$ cat src/rtl/mdc_pkg.sv
package mdc_pkg;

  typedef enum logic [1:0] {
    MODE_OFF    = 2'd0,
    MODE_CHARGE = 2'd1,
    MODE_SLOW   = 2'd2,
    MODE_FAST   = 2'd3
  } mode_e;

  typedef struct packed {
    logic u1;
    logic u2;
    logic l1;
    logic l2;
  } gate_t;

  localparam gate_t GATES_OFF = '0;

  // bridge diagonal swaps with the current sign; slow decay is shared
  function automatic gate_t gate_encode(mode_e mode, logic neg);
    gate_t g;
    unique case (mode)
      MODE_CHARGE: g = neg ? gate_t'(4'b0110) : gate_t'(4'b1001);
      MODE_SLOW:   g = gate_t'(4'b0011);
      MODE_FAST:   g = neg ? gate_t'(4'b1001) : gate_t'(4'b0110);
      default:     g = GATES_OFF;
    endcase
    return g;
  endfunction

endpackage

$ cat src/rtl/mdc_slot_timer.sv
module mdc_slot_timer #(
  parameter int unsigned SLOT_CLKS  = 20,
  parameter int unsigned NUM_SLOTS  = 5,
  parameter int unsigned FAST_SLOTS = 2
) (
  input  logic clk_i,
  input  logic rst_ni,
  input  logic run_i,
  output logic start_o,
  output logic fast_o
);

  localparam int unsigned CW        = (SLOT_CLKS > 1) ? $clog2(SLOT_CLKS) : 1;
  localparam int unsigned SW        = (NUM_SLOTS > 1) ? $clog2(NUM_SLOTS) : 1;
  localparam int unsigned FAST_FROM = NUM_SLOTS - FAST_SLOTS;

  logic [CW-1:0] cnt_q;
  logic [SW-1:0] slot_q;
  logic          cnt_wrap;
  logic          slot_wrap;

  assign cnt_wrap  = (cnt_q == CW'(SLOT_CLKS - 1));
  assign slot_wrap = (slot_q == SW'(NUM_SLOTS - 1));

  // timing restarts from slot 0 whenever the bridge is forced off
  always_ff @(posedge clk_i or negedge rst_ni) begin
    if (!rst_ni) begin
      cnt_q  <= '0;
      slot_q <= '0;
    end else if (!run_i) begin
      cnt_q  <= '0;
      slot_q <= '0;
    end else if (cnt_wrap) begin
      cnt_q  <= '0;
      slot_q <= slot_wrap ? '0 : slot_q + 1'b1;
    end else begin
      cnt_q <= cnt_q + 1'b1;
    end
  end

  assign start_o = run_i && (cnt_q == '0) && (slot_q == '0);
  assign fast_o  = (slot_q >= SW'(FAST_FROM));

endmodule

$ cat src/rtl/mdc_decay_fsm.sv
module mdc_decay_fsm
  import mdc_pkg::*;
#(
  parameter int unsigned SENSE_CLKS = 20
) (
  input  logic  clk_i,
  input  logic  rst_ni,
  input  logic  run_i,
  input  logic  start_i,
  input  logic  fast_i,
  input  logic  trip_i,
  input  logic  zero_i,
  output mode_e mode_o
);

  localparam int unsigned KW = (SENSE_CLKS > 1) ? $clog2(SENSE_CLKS) : 1;

  mode_e         mode_q, mode_d;
  logic [KW-1:0] chg_q;
  logic          sense_done;

  assign sense_done = (chg_q == KW'(SENSE_CLKS - 1));

  always_comb begin
    mode_d = mode_q;
    if (!run_i) begin
      mode_d = MODE_OFF;
    end else if (zero_i) begin
      mode_d = MODE_SLOW;
    end else if (start_i) begin
      mode_d = MODE_CHARGE;
    end else begin
      unique case (mode_q)
        MODE_OFF:    mode_d = MODE_CHARGE;
        MODE_CHARGE: if (trip_i && sense_done) mode_d = fast_i ? MODE_FAST : MODE_SLOW;
        MODE_SLOW:   if (fast_i) mode_d = MODE_FAST;
        default:     mode_d = MODE_FAST;
      endcase
    end
  end

  always_ff @(posedge clk_i or negedge rst_ni) begin
    if (!rst_ni) begin
      mode_q <= MODE_OFF;
      chg_q  <= '0;
    end else begin
      mode_q <= mode_d;
      if (mode_q != MODE_CHARGE) chg_q <= '0;
      else if (!sense_done)      chg_q <= chg_q + 1'b1;
    end
  end

  assign mode_o = mode_q;

endmodule

$ cat src/rtl/mdc_dead_band.sv
module mdc_dead_band
  import mdc_pkg::*;
#(
  parameter int unsigned DEAD_CLKS = 12
) (
  input  logic  clk_i,
  input  logic  rst_ni,
  input  logic  run_i,
  input  gate_t req_i,
  output gate_t gate_o
);

  localparam int unsigned DW = $clog2(DEAD_CLKS + 1);

  gate_t         app_q;
  logic [DW-1:0] dead_q;

  // a new request restarts the off window, even mid-window
  always_ff @(posedge clk_i or negedge rst_ni) begin
    if (!rst_ni) begin
      app_q  <= GATES_OFF;
      dead_q <= '0;
    end else if (req_i != app_q) begin
      app_q  <= req_i;
      dead_q <= DW'(DEAD_CLKS);
    end else if (dead_q != '0) begin
      dead_q <= dead_q - 1'b1;
    end
  end

  assign gate_o = (run_i && (dead_q == '0)) ? app_q : GATES_OFF;

endmodule

$ cat src/rtl/mixed_decay_chopper.sv
module mixed_decay_chopper
  import mdc_pkg::*;
#(
  parameter int unsigned SLOT_CLKS  = 20,
  parameter int unsigned NUM_SLOTS  = 5,
  parameter int unsigned FAST_SLOTS = 2,
  parameter int unsigned SENSE_CLKS = 20,
  parameter int unsigned DEAD_CLKS  = 12
) (
  input  logic clk_i,
  input  logic rst_ni,
  input  logic en_i,
  input  logic fault_i,
  input  logic trip_i,
  input  logic neg_i,
  input  logic zero_i,
  output logic u1_o,
  output logic u2_o,
  output logic l1_o,
  output logic l2_o
);

  logic  run;
  logic  period_start;
  logic  fast_win;
  mode_e mode;
  gate_t gate_req;
  gate_t gate_out;

  assign run = en_i & ~fault_i;

  mdc_slot_timer #(
    .SLOT_CLKS (SLOT_CLKS),
    .NUM_SLOTS (NUM_SLOTS),
    .FAST_SLOTS(FAST_SLOTS)
  ) u_timer (
    .clk_i  (clk_i),
    .rst_ni (rst_ni),
    .run_i  (run),
    .start_o(period_start),
    .fast_o (fast_win)
  );

  mdc_decay_fsm #(
    .SENSE_CLKS(SENSE_CLKS)
  ) u_fsm (
    .clk_i  (clk_i),
    .rst_ni (rst_ni),
    .run_i  (run),
    .start_i(period_start),
    .fast_i (fast_win),
    .trip_i (trip_i),
    .zero_i (zero_i),
    .mode_o (mode)
  );

  assign gate_req = gate_encode(mode, neg_i);

  mdc_dead_band #(
    .DEAD_CLKS(DEAD_CLKS)
  ) u_dead (
    .clk_i (clk_i),
    .rst_ni(rst_ni),
    .run_i (run),
    .req_i (gate_req),
    .gate_o(gate_out)
  );

  assign u1_o = gate_out.u1;
  assign u2_o = gate_out.u2;
  assign l1_o = gate_out.l1;
  assign l2_o = gate_out.l2;

endmodule

$ cat config.mk
export PLATFORM = sky130hd
export DESIGN_NAME = mixed_decay_chopper
export DESIGN_NICKNAME = d
export VERILOG_FILES = /design/src/rtl/mdc_pkg.sv /design/src/rtl/mdc_slot_timer.sv /design/src/rtl/mdc_decay_fsm.sv /design/src/rtl/mdc_dead_band.sv /design/src/rtl/mixed_decay_chopper.sv
export SDC_FILE = /design/constraint.sdc
export NUM_CORES = 1
export LEC_CHECK = 0
export BUFFER_PORTS_ARGS = -buffer_cell sky130_fd_sc_hd__buf_4
export CAP_MARGIN = 15
export CORE_MARGIN = 10
export CORE_UTILIZATION = 30
export DETAILED_ROUTE_END_ITERATION = 10
export SYNTH_ARGS = -nofsm -noshare
export SYNTH_HDL_FRONTEND = slang
export SYNTH_SLANG_ARGS = --single-unit
export TNS_END_PERCENT = 30
$ cat constraint.sdc
create_clock -name clk_i -period 3.7 [get_ports clk_i]
set_input_delay 0.185 -clock clk_i [delete_from_list [all_inputs] [get_ports clk_i]]
set_output_delay 0.185 -clock clk_i [all_outputs]
set_load 0.01 [all_outputs]
# == After elaboration in Yosys (flattened, before gate mapping) ==
# Cells that the tools add are included.
# word_totals
regBits,23
input_bits,7
out_inout_bits,4
wordCells,59
# classes
n_addsub,4
n_lt_le_gt_ge,1
eq_ne,12
mux,20
bitwise,2
n_reduce_logical,11
# ops
operator,count
2-to-1 mux 4 bit,5
2-to-1 mux 5 bit,4
one-hot mux 4 bit (3 select lines),1
"adder 5 x 1 -> 5 bit, second input constant",2
"equality test 5 bit, second input constant",2
2-to-1 mux 2 bit,5
"!= test 5 bit, second input constant",2
2-to-1 mux 3 bit,3
one-hot mux 2 bit (3 select lines),1
logical NOT 5 bit,1
"equality test 2 bit, second input constant",2
logical AND 1 bit,4
logical NOT 4 bit,1
"!= test 2 bit, second input constant",2
!= test 4 bit,1
nonzero test 4 bit,1
"subtractor 4 x 1 -> 4 bit, second input constant",1
"adder 3 x 1 -> 3 bit, second input constant",1
"equality test 3 bit, second input constant",1
">= comparator 3 x 2 -> 1 bit, second input constant",1
logical NOT 3 bit,1
"equality test 2 x 1 -> 1 bit, second input constant",1
logical NOT 2 bit,1
"!= test 2 x 1 -> 1 bit, second input constant",1
other kinds (5),5

# == Depth between registers and ports, before layout ==
# Gate-level depths: netlist of run 1.
# depth
depth_word,7
mapped_depth,6

# == Hierarchy ==
# A second synthesis of run 1 with hierarchy kept.
# hier_totals
cells_unflattened,125
hier_area_um2,1290.0
# modules_own_cells
mod,instances,cells_per_inst,area_per_inst_um2
mdc_slot_timer,1,50,470.5
mdc_dead_band,1,37,422.9
mdc_decay_fsm,1,29,340.3
mixed_decay_chopper,1,9,56.3

# == Worst setup path before layout of run 1 ==
# No wires, ideal clock.
# synth_path
path_kind,reg-to-reg
start,"reg u_fsm.mode_q[0], in the netlist u_fsm.mode_o[0]"
end,reg u_dead.dead_q[3]
t_arrival_ps,1287
t_required_ps,3576
slack_ps,2289
path_stages_with_launch,6
synth_period_minus_slack_ps,1411
cell_sequence,dfrtp_1 buf_6 or3_1 o22ai_2 o21ai_2 a211o_1
# synth_between
elab_chain_len,4
# synth_lines
item,line_no,source
"start, declared",mdc_decay_fsm.sv:18,"mode_e mode_q, mode_d;"
"start signal, assigned",mdc_decay_fsm.sv:47,mode_q <= mode_d;
equality test 2 bit or equality test 2 x 1 -> 1 bit (tied branches),mdc_pkg.sv:22,unique case (mode)
one-hot mux 4 bit (3 select lines) (*),mdc_pkg.sv:22,
!= test 4 bit (*),mdc_dead_band.sv:23,end else if (req_i != app_q) begin
2-to-1 mux 4 bit or nonzero test 2 bit (tied branches),n/a,
"end signal, assigned",mdc_dead_band.sv:25,dead_q <= DW'(DEAD_CLKS);
"end signal, assigned",mdc_dead_band.sv:27,dead_q <= dead_q - 1'b1;
"end, declared",mdc_dead_band.sv:16,logic [DW-1:0] dead_q;
# Every way passes the cells marked *; elsewhere a longest branch is shown, timed or not.
# A chain may end at the register's enable or synchronous reset.

# == Final worst setup path of run 1 ==
# layout_path
start,reg u_dead.dead_q[0]
end,out l1_o
# layout_between
elab_chain_len,3
# layout_lines
item,line_no,source
logical NOT 4 bit,mdc_dead_band.sv:31,assign gate_o = (run_i && (dead_q == '0)) ? app_q : GATES_OFF;
logical AND 1 bit,mdc_dead_band.sv:31,
2-to-1 mux 4 bit,mdc_dead_band.sv:31,
"end, declared",mixed_decay_chopper.sv:19,"output logic l1_o,"
# No other way between the ends.

==> results of run 1 <==
## power by group through the flow
stage | logic [mW] | registers (mW) | clock network, mW
floorplan | 0.0801 | 0.289 | 0
global placement | 0.0959 | 0.294 | 0
detailed placement | 0.101 | 0.297 | 0
CTS | 0.102 | 0.292 | 0.161
global route | 0.114 | 0.296 | 0.176
finish | 0.101 | 0.292 | 0.154
## state kept, by name, summed over array words and instances (netlist names)
| name | count |
|---|---|
| u_dead.app_q | 4 |
| u_dead.dead_q | 4 |
| u_fsm.chg_q | 5 |
| u_fsm.mode_o | 2 |
| u_timer.cnt_q | 5 |
| u_timer.slot_q | 3 |
## how the worst min path moves through the flow
| stage | from | to | slack (ps) | cells past startpoint |
|---|---|---|---|---|
| global placement | rst_ni | u_timer.cnt_q[1] | 100 | 1 |
| floorplan | rst_ni | u_dead.app_q[0] | -110 | 0 |
| detailed placement | rst_ni | u_timer.cnt_q[1] | 100 | 1 |
| CTS | zero_i | u_fsm.mode_o[0] | 70 | 2 |
| finish | zero_i | u_fsm.mode_o[0] | 70 | 2 |
| global route | zero_i | u_fsm.mode_o[0] | 80 | 2 |
## what timing repair did
action | in CTS | in global routing
hold buffers | 1 | 0
endpoints found under the hold margin | 23 | 0
resized for setup | 0 | 0
## cell type report
type	instances	area (sq um)	share of cell area
clock buffers	4	45.0	0.0308
inverters	10	37.5	0.0257
multi-input cells	88	656	0.449
flip-flops and latches	23	576	0.394
well taps	50	62.6	0.0428
repair buffers	11	85.1	0.0582
## cell families (layout without fill, tap and decap cells)
family / after synthesis / after routing
buf+inv: 13 / 25
simple gates: 50 / 50
compound gates: 14 / 14
flops: 23 / 23
fa+ha+maj: 8 / 8
mux: 3 / 3
xor+xnor: 13 / 13
## routing by layer
metal,up-vias,GRT usage
met5,-,0
met4,0,0.0299
met3,4,0.0227
met2,10,0.111
met1,438,0.0740
li1,440,-
## cell usage in the layout, fill, tap and decap left out, drive strengths merged, types with 2 or more instances in the layout
| master | Yosys | routed |
|---|---|---|
| dfrtp | 23 | 23 |
| nor2 | 13 | 13 |
| inv | 10 | 10 |
| buf | 3 | 10 |
| ha | 8 | 8 |
| and2 | 8 | 8 |
| xor2 | 7 | 7 |
| nand2 | 6 | 6 |
| xnor2 | 5 | 5 |
| nand3 | 4 | 4 |
| clkbuf | 0 | 4 |
| nand2b | 3 | 3 |
| nor3 | 3 | 3 |
| mux2i | 3 | 3 |
| nand3b | 3 | 3 |
| or3 | 3 | 3 |
| a21oi | 2 | 2 |
| o31ai | 2 | 2 |
| o21ai | 2 | 2 |
## through the flow
stage / instance area (sq um) / total power [mW] / setup WS (ps) / instances
2_1_floorplan: 1290 / 0.369 / 2290 / 124
3_3_place_gp: 1410 / 0.390 / 2240 / 181
3_5_place_dp: 1410 / 0.398 / 2200 / 181
4_1_cts: 1460 / 0.554 / 1910 / 186
5_1_grt: 1460 / 0.585 / 1750 / 186
6_report: 1460 / 0.547 / 1900 / 186
## critical path, delay by kind of cell, from the launching register on
kind                       cells  cell delay, ps
adders and majority gates      1             190
buffers and inverters          2             230
DFF                            1             390
and+or+nand+nor                3             540
==> flow_summary.json, run 1 <==
{
  "placeableCoreArea_sq_um": 4090,
  "pin_count": 11,
  "design.die.area_sq_um": 7320,
  "antenna_left": 0,
  "vdd_drop_max_mv": 0.182,
  "critical_path.max_fanout": 4,
  "drt-initial-drc-count": 35,
  "grt_pass1_vias": 933,
  "grt_pass1_wl_um": 4080,
  "max_cap_violations": 0,
  "tritoncts_clock_tree": "done",
  "largest_family_of_logic_cells_by_synthesized_area": "simple AND/OR/NAND/NOR gates",
  "cts.htree.levels": 1,
  "synth-edff-count": 0,
  "seq_power_share": 0.534,
  "synth_area_per_cell_sq_um": 10.4,
  "register_to_register_setup_slack_ps": 2190,
  "worstReg2RegEnd": "u_fsm.mode_o[1]",
  "fin_setup_tns_ps": 0,
  "timing.setup.critical_path_class": "reg -> out",
  "synth-compound-area-share": 0.0873,
  "r2r_cells": 5,
  "crit_path_start": "u_dead.dead_q[0]",
  "post-route-period-util": 0.487,
  "cpMaxStageDelayCell": "sky130_fd_sc_hd__dfrtp_1",
  "wl_met2_um": 1090,
  "worstPathCellList": "inv_1, ha_1, nand2b_1, nor3_1, and2_1, buf_4",
  "crit_required_ps": 3510,
  "finClkSkew_ps": 1.99,
  "row_count": 23,
  "detailroute.wirelength.met3_um": 92,
  "synth_flop_cell": "sky130_fd_sc_hd__dfrtp_1",
  "finalHoldWorstSlack_ps": 73.1,
  "combinationalPowerShare": 0.184,
  "dieHeight_um": 85.6,
  "netlist.top_cell.by_area": "sky130_fd_sc_hd__dfrtp_1",
  "clk_transition_reported_paths_ps": 80,
  "synth-adder-area-share": 0.0776,
  "ys_types": 37,
  "final_core_utilization": 0.358,
  "place_congestion": 0.738,
  "leakage_power_nw": 0.657,
  "cts_max_path_buffers": 2,
  "grt.total_usage": 0.0663,
  "cts_setup_buffers": 0,
  "final.fill_count": 404,
  "hold_path_class": "in -> reg",
  "clockPowerShare": 0.282,
  "crit_arrival_ps": 1620,
  "power.internal_uw": 399,
  "hold_violations": 0,
  "io_buffer_count": 10,
  "wl_met1_um": 1080,
  "syn_area_sq_um": 1290,
  "route.detailed.wl_per_inst_um": 12.3,
  "power_density_over_the_cells_nw_per_um2": 374,
  "switching_share": 0.272,
  "drt_drc_violations_left": 0,
  "status": "complete, no violations",
  "postRouteWirelength_um": 2300,
  "async_flop_share": 1.00,
  "grt_max_degree": 24,
  "synth_fp_nets": 139,
  "synth_commonest_cells": "sky130_fd_sc_hd__dfrtp_1 (23), sky130_fd_sc_hd__nor2_1 (13), sky130_fd_sc_hd__inv_1 (10)",
  "initial_core_util": 0.316,
  "dr.max_layer_used": "met4",
  "antennaDiodeCount": 0,
  "worst_pin_slew_ps": 419,
  "endpoint": "l1_o",
  "synth_xor_xnor_area_share": 0.0989,
  "grt_remaining_overflow": 0,
  "post-route-min-period_ps": 1800,
  "yosys-top-cells-area": "sky130_fd_sc_hd__dfrtp_1 (45%), sky130_fd_sc_hd__ha_1 (7.8%), sky130_fd_sc_hd__xor2_1 (4.8%)",
  "synth_top_area_share": 0.446,
  "maxSlewViolCount": 0,
  "cts_made_buffers": 3,
  "synth.most_common_cell": "sky130_fd_sc_hd__dfrtp_1",
  "layout.nets": 152,
  "die_width_um": 85.6,
  "synth.mux.area_fraction": 0.0233,
  "dp_hpwl_um": 1770,
  "rsz0062_at_grt": "no",
  "crit-reg2reg-launch": "u_fsm.chg_q[0]",
  "switchingPower_uw": 149,
  "rel_slew_slack": 0.720,
  "yosys_warn_count": 0,
  "worst_setup_end_kind": "output port",
  "synth_simple_gate_area_share": 0.221,
  "proportion_of_layout_cells_with_a_drive_suffix_above_1": 0.154,
  "clk_latency_ps": 260,
  "cts-root-buf": "sky130_fd_sc_hd__clkbuf_8",
  "achievable-frequency_ghz": 0.555,
  "count_of_vias_placed_by_the_detailed_router": 892,
  "synth-seq-cells": 23,
  "synth_cells": 124,
  "clock_sink_count": 23,
  "viasPerCell": 4.80,
  "setup-violations-final": 0,
  "synth-seq-area-share": 0.446,
  "worst_path_largest_cell_delay_ps": 390,
  "flow.area_growth_from_synthesis_pct": 13.3,
  "detail_route.first_pass.iterations": 4,
  "timing.critical_path.from_type": "flop",
  "antenna_found_initial": 0
}
No activity file was read; power rests on OpenSTA's default activity.
==> run 2, diff against run 1 <==
clock period = 1.7 ns   (was 3.7 ns; I/O delays follow)
==> flow_summary.json, run 2 (synthesis results as in run 1) <==
{
  "status": "complete, no violations",
  "vdd_drop_max_mv": 0.682,
  "switching_share": 0.280,
  "postRouteWirelength_um": 2170,
  "endpoint": "u2_o",
  "antenna_found_initial": 0,
  "antennaDiodeCount": 0,
  "detail_route.first_pass.iterations": 5,
  "dieHeight_um": 85.6,
  "drt_drc_violations_left": 0,
  "grt.total_usage": 0.0625,
  "proportion_of_layout_cells_with_a_drive_suffix_above_1": 0.203,
  "grt_max_degree": 24,
  "cts_made_buffers": 3,
  "crit_required_ps": 1620,
  "count_of_vias_placed_by_the_detailed_router": 864,
  "finClkSkew_ps": 6.94,
  "layout_common_cells": "sky130_fd_sc_hd__dfrtp_1 (23), sky130_fd_sc_hd__nor2_1 (13), sky130_fd_sc_hd__buf_4 (11)",
  "flow.area_growth_from_synthesis_pct": 17.4,
  "antenna_left": 0,
  "power.internal_uw": 888,
  "worst_setup_end_kind": "output port",
  "layout.cells.most_common": "sky130_fd_sc_hd__dfrtp_1",
  "maxSlewViolCount": 0,
  "placed_cells_incl_taps": 182,
  "drt-initial-drc-count": 67,
  "cts_max_path_buffers": 2,
  "design.die.area_sq_um": 7320,
  "placeableCoreArea_sq_um": 4090,
  "timing.critical_path.from_type": "flop",
  "layout.nets": 154,
  "grt_remaining_overflow": 0,
  "clk_transition_reported_paths_ps": 80,
  "r2r_cells": 5,
  "leakage_power_nw": 0.691,
  "grt_pass1_vias": 887,
  "max_cap_violations": 0,
  "crit_path_start": "u_dead.dead_q[1]",
  "crit-reg2reg-launch": "u_fsm.chg_q[0]",
  "post-route-period-util": 0.929,
  "clk_latency_ps": 260,
  "combinationalPowerShare": 0.210,
  "dp_hpwl_um": 1660,
  "cts-root-buf": "sky130_fd_sc_hd__clkbuf_8",
  "cts_setup_buffers": 0,
  "die_width_um": 85.6,
  "finalHoldWorstSlack_ps": 125,
  "clock_sink_count": 23,
  "rsz0062_at_grt": "no",
  "critical_path.max_fanout": 4,
  "fin_setup_tns_ps": 0,
  "route.detailed.wl_per_inst_um": 11.6,
  "post-route-min-period_ps": 1580,
  "row_count": 23,
  "hold_violations": 0,
  "register_to_register_setup_slack_ps": 200,
  "rel_slew_slack": 0.695,
  "worstReg2RegEnd": "u_fsm.mode_o[1]",
  "viasPerCell": 4.60,
  "io_buffer_count": 10,
  "tritoncts_clock_tree": "done",
  "seq_power_share": 0.518,
  "place_congestion": 0.733,
  "layoutNonFillerInstCount": 188,
  "crit_arrival_ps": 1490,
  "fin_total_pwr_mw": 1.23,
  "clockPowerShare": 0.272,
  "power_density_over_the_cells_nw_per_um2": 814,
  "switchingPower_uw": 345,
  "setup-violations-final": 0,
  "final.fill_count": 414,
  "achievable-frequency_ghz": 0.633,
  "hold_path_class": "in -> reg",
  "grt_pass1_wl_um": 3880,
  "reg_top3": "u_fsm.chg_q (5), u_timer.cnt_q (5)",
  "worst_pin_slew_ps": 458,
  "initial_core_util": 0.316,
  "pin_count": 11,
  "cts.htree.levels": 1,
  "timing.setup.critical_path_class": "reg -> out"
}
==> run 2: changes by cell type in the layout (fill, tap and decap cells not counted) <==
cell,delta
sky130_fd_sc_hd__clkbuf_1,-1
sky130_fd_sc_hd__ha_1,-1
sky130_fd_sc_hd__dlygate4sd3_1,+1
sky130_fd_sc_hd__and2_1,-1
sky130_fd_sc_hd__nor3_1,-1
sky130_fd_sc_hd__nor3_4,+1
sky130_fd_sc_hd__clkinv_2,+1
sky130_fd_sc_hd__nand2b_4,+1
sky130_fd_sc_hd__nand2b_1,-1
sky130_fd_sc_hd__and2_4,+1
sky130_fd_sc_hd__inv_2,+1
sky130_fd_sc_hd__ha_4,+1
sky130_fd_sc_hd__buf_4,+1
sky130_fd_sc_hd__inv_1,-1
==> run 2: how the worst min path moves through the flow <==
stage	from	end	slack [ps]	cells after the start
floorplan	rst_ni	u_dead.app_q[0]	-210	0
global placement	rst_ni	u_timer.cnt_q[1]	-3	1
detailed placement	rst_ni	u_timer.cnt_q[2]	-2	1
CTS	neg_i	u_dead.app_q[1]	120	3
global route	neg_i	u_dead.app_q[1]	130	3
finish	neg_i	u_dead.app_q[1]	130	3
==> run 2: power groups by stage <==
stage	logic [mW]	clock network (mW)	registers [mW]
finish	0.259	0.335	0.639
global route	0.292	0.373	0.649
CTS	0.226	0.356	0.633
detailed placement	0.221	0	0.642
global placement	0.216	0	0.639
floorplan	0.174	0	0.629
==> run 2: final cells by class <==
| type | instances | area [sq um] | area share |
|---|---|---|---|
| clock inverter | 1 | 5.00 | 0.00331 |
| inverter | 10 | 37.5 | 0.0248 |
| clock buffer | 3 | 41.3 | 0.0273 |
| tap | 50 | 62.6 | 0.0413 |
| sequential | 23 | 576 | 0.380 |
| multi-input combinational | 88 | 689 | 0.455 |
| timing repair buffer | 13 | 103 | 0.0678 |
==> run 2: timing repair <==
action,in CTS,in global routing
pin swaps,0,1
endpoints found under the setup margin,4,4
hold buffers,2,0
gates resized for setup,1,6
endpoints found under the hold margin,24,0
==> run 2: metrics by stage <==
stage | util | instance area [sq um] | worst slack (ps)
final | 0.370 | 1510 | 120
after global routing | 0.370 | 1510 | 9.31
after CTS | 0.363 | 1490 | 63.7
after detailed placement | 0.346 | 1410 | 226
after global placement | 0.346 | 1410 | 256
after floorplan | - | 1290 | 289
==> run 2: critical path: stages (launching register included) <==
cell and delay, ps:
sky130_fd_sc_hd__dfrtp_1 390, sky130_fd_sc_hd__inv_1 110, sky130_fd_sc_hd__ha_4 160, sky130_fd_sc_hd__nand2b_4 60, sky130_fd_sc_hd__nor3_4 220, sky130_fd_sc_hd__and2_1 160, sky130_fd_sc_hd__buf_4 120
==> run 2: metal layers <==
layer	GRT usage	up-vias	wire length (um)
met5	0	-	0
met4	0.0180	0	0
met3	0.0246	0	60
met2	0.101	8	1000
met1	0.0744	410	1110
li1	-	446	-
